### src/rtl/mmu_fault_pkg.sv
package mmu_fault_pkg;

   typedef enum logic [2:0] {
      FLT_NONE   = 3'd0,
      FLT_ALIGN  = 3'd1,
      FLT_XLATE  = 3'd2,
      FLT_DOMAIN = 3'd3,
      FLT_PERM   = 3'd4
   } flt_e;

   localparam logic [1:0] SZ_BYTE = 2'd0;
   localparam logic [1:0] SZ_HALF = 2'd1;

   localparam logic [1:0] DOM_NOACC  = 2'b00;
   localparam logic [1:0] DOM_CLIENT = 2'b01;
   localparam logic [1:0] DOM_RSVD   = 2'b10;
   localparam logic [1:0] DOM_MGR    = 2'b11;

   localparam logic [1:0] L1_INVALID = 2'b00;
   localparam logic [1:0] L1_SECTION = 2'b10;
   localparam logic [1:0] L2_INVALID = 2'b00;

   localparam logic [1:0] AP_NONE = 2'b00;
   localparam logic [1:0] AP_RDONLY = 2'b01;

   typedef struct packed {
      flt_e kind;
      logic page;
   } verdict_t;

endpackage

### src/rtl/mfc_align.sv
module mfc_align
   import mmu_fault_pkg::*;
#(
   parameter int ADDR_W   = 32,
   parameter int DATA_W   = 32,
   parameter int ROT_IMPL = 0
) (
   input  logic [ADDR_W-1:0] addr,
   input  logic [1:0]        size,
   input  logic              write,
   input  logic              chk_en,
   input  logic [DATA_W-1:0] rd_word,
   output logic              misaligned,
   output logic [ADDR_W-1:0] eff_addr,
   output logic [DATA_W-1:0] rd_rot
);

   localparam int LANES = DATA_W / 8;
   localparam int OFF_W = $clog2(LANES);
   localparam logic [ADDR_W-1:0] WORD_MASK = ~(ADDR_W'(LANES - 1));
   localparam logic [ADDR_W-1:0] HALF_MASK = ~(ADDR_W'(1));

   logic [OFF_W-1:0] off;
   assign off = addr[OFF_W-1:0];

   always_comb begin
      case (size)
         SZ_BYTE: misaligned = 1'b0;
         SZ_HALF: misaligned = addr[0];
         default: misaligned = |off;
      endcase
   end

   always_comb begin
      if (!write) begin
         eff_addr = addr & WORD_MASK;
      end else if (chk_en) begin
         eff_addr = addr;
      end else begin
         case (size)
            SZ_BYTE: eff_addr = addr;
            SZ_HALF: eff_addr = addr & HALF_MASK;
            default: eff_addr = addr & WORD_MASK;
         endcase
      end
   end

   generate
      if (ROT_IMPL == 0) begin : g_rot_mux
         logic [DATA_W-1:0] cand [LANES];
         for (genvar k = 0; k < LANES; k++) begin : g_lane
            if (k == 0) begin : g_k0
               assign cand[k] = rd_word;
            end else begin : g_kn
               assign cand[k] = {rd_word[8*k-1:0], rd_word[DATA_W-1:8*k]};
            end
         end
         assign rd_rot = cand[off];
      end else begin : g_rot_shift
         logic [2*DATA_W-1:0] dbl;
         logic [2*DATA_W-1:0] shifted;
         assign dbl     = {rd_word, rd_word};
         assign shifted = dbl >> {off, 3'b000};
         assign rd_rot  = shifted[DATA_W-1:0];
      end
   endgenerate

endmodule

### config.mk
export PLATFORM = sky130hd
export DESIGN_NAME = mfc_align
export DESIGN_NICKNAME = d
export VERILOG_FILES = /design/src/rtl/mmu_fault_pkg.sv /design/src/rtl/mfc_align.sv
export SDC_FILE = /design/constraint.sdc
export NUM_CORES = 1
export LEC_CHECK = 0
export BUFFER_PORTS_ARGS = -buffer_cell sky130_fd_sc_hd__buf_2
export CAP_MARGIN = 10
export CORE_MARGIN = 5
export CORE_UTILIZATION = 35
export DETAILED_ROUTE_END_ITERATION = 10
export PLACE_DENSITY = 0.85
export SKIP_LAST_GASP = 1
export SYNTH_ARGS = -nofsm -noshare
export SYNTH_HDL_FRONTEND = slang
export SYNTH_SLANG_ARGS = --single-unit
### constraint.sdc
create_clock -name vclk -period 2.3
set_clock_uncertainty 0.1 [all_clocks]
set_input_delay 0.46 -clock vclk [all_inputs]
set_output_delay 0.46 -clock vclk [all_outputs]
set_load 0.01 [all_outputs]
==> flow_summary.json <==
{
  "place_congestion": 0.735,
  "netlist_area_mm2": 0.00110,
  "antenna_cells": 0,
  "slowest_stage": "mux4_2",
  "detail-route-antenna-nets": 0,
  "placementRows": 20,
  "period_share": 0.900,
  "cpPeakStageDelay_ns": 0.55,
  "syn_avg_cell_area_um2": 14.2,
  "tns_ns": 0,
  "routed_wirelength_mm": 2.60,
  "critPathArrivalTime_ns": 1.51,
  "post-cts-setup-buffer-count": 0,
  "post-route-util": 0.423,
  "drc": 0,
  "synth_area_leader_cell": "mux4_2",
  "path_cells": "buf_2 > mux4_2 > buf_2",
  "worstPathRequired_ns": 1.74,
  "synth_common_cells": "buf_4, mux4_2, mux4_1, buf_6",
  "yosys_warnings": 0,
  "vias": 896,
  "post-place-ws_ns": 0.205,
  "synth_seq_area_share": 0,
  "synth_compound_area_frac": 0.0183,
  "yosys.area_share.simple": 0.0103,
  "worstSetupEndpointType": "primary output",
  "cts_hold_buffers": 0,
  "grt_util_all_layers": 0.103,
  "finalHoldViolations": 0,
  "synth_cell_type_count": 10,
  "grt_pass1_wl_mm": 3.75,
  "yosysTopAreaCellShare": 0.555,
  "final.fill_count": 297,
  "ir_worst_vdd_mv": 0.0865,
  "antenna_found_initial": 0,
  "finalWorstSetupSlack_ns": 0.230,
  "final_nets": 190,
  "finalMaxSlewViolations": 0,
  "cts_resized": 0,
  "worst_path_most_repeated_cell": "buf_2",
  "grt_start_max_net_pins": 19,
  "syn-num-nets": 145,
  "post_drt_via_cell_ratio": 5.46,
  "synth.mux.area_fraction": 0.675,
  "area_growth_pct": 16.8,
  "worst-setup-path-type": "input port to primary output",
  "clock_buffers": 0,
  "dieWidth_um": 66.0,
  "die_area_mm2": 0.00435,
  "outcome": "completed",
  "syn_inst": 77,
  "maxClockFrequency_ghz": 0.483,
  "cap_violations": 0,
  "period_minus_slack_ns": 2.07,
  "yosysMostFrequentCell": "buf_4",
  "drive_gt1_frac": 0.900,
  "yosys.area_share.adder": 0,
  "multi_input_area_um2": 771,
  "hold_path_class": "input port to primary output",
  "wire_per_inst_um": 15.8,
  "crit_path_start_kind": "input port",
  "hpwl_mm": 2.26,
  "max_slew_margin": 0.729,
  "power_density_mw_per_mm2": 224,
  "setup_violations": 0,
  "grt-ovfl-total": 0,
  "regArea_um2": 0,
  "portBuffers": 73,
  "synth-xor-area-share": 0,
  "start_util": 0.362,
  "cp_max_fo": 15,
  "worst_pin_slew_ns": 0.407,
  "io_pins": 133,
  "grt_pass1_vias": 873,
  "seq_cells": 0,
  "fp.dieH_um": 66.0,
  "firstDrtPassIters": 2,
  "drt_iter0_drc": 34,
  "synth_top_family_by_area": "multiplexers",
  "leakage_nw": 0.588,
  "rsz0062_at_grt": "false",
  "coreArea_mm2": 0.00303,
  "synthTopCellsByArea": "mux4_2, buf_4, mux4_1"
}
==> worst max-delay path, delay by kind of cell <==
kind / cells / cell delay (ns)
mux: 1 / 0.55
buf+inv: 2 / 0.49
==> final timing paths <==
check  startpoint            to  slack (ns)  cells past startpoint
max       addr[1]    rd_rot[22]        0.23                      3
min      addr[15]  eff_addr[15]        0.82                      0
==> through the flow <==
stage	total power (W)	hold WS, ns	std cells	cell area [um2]
2_1_floorplan	0.000231	0.897	77	1100
3_3_place_gp	0.000286	0.820	164	1280
3_5_place_dp	0.000290	0.820	164	1280
4_1_cts	0.000290	0.820	164	1280
5_1_grt	0.000309	0.820	164	1280
6_report	0.000286	0.820	164	1280
==> cell usage in the layout (no fill, tap or decap), drive strengths merged <==
cell type	count
inv	1
buf	81
mux4	32
nand2	1
a21oi	2
o211a	1
nor2	2
==> where the power goes <==
group	switching, W	total [W]	leakage [nW]	internal [W]
combinational	0.000122	0.000286	0.588	0.000164
sequential	0	0	0	0
clock	0	0	0	0
total	0.000122	0.000286	0.588	0.000164
==> kinds of logic (layout without fill, tap and decap cells) <==
family	Yosys count	count (layout)
buffers and inverters	39	82
AO/OA/AOI/OAI	3	3
multiplexers	32	32
AND/OR/NAND/NOR	3	3
==> routing by layer <==
metal / part of all wire / track usage
met1: 0.34 / 0.100
met2: 0.50 / 0.204
met3: 0.17 / 0.0459
met4: 0 / 0.00761
met5: 0 / 0
==> area by class of cell <==
class              count  share of cell area
multi-input cells     38               0.602
repair buffers        81               0.352
well taps             44              0.0430
inverters              1             0.00293
No activity file was read; power rests on OpenSTA's default activity.
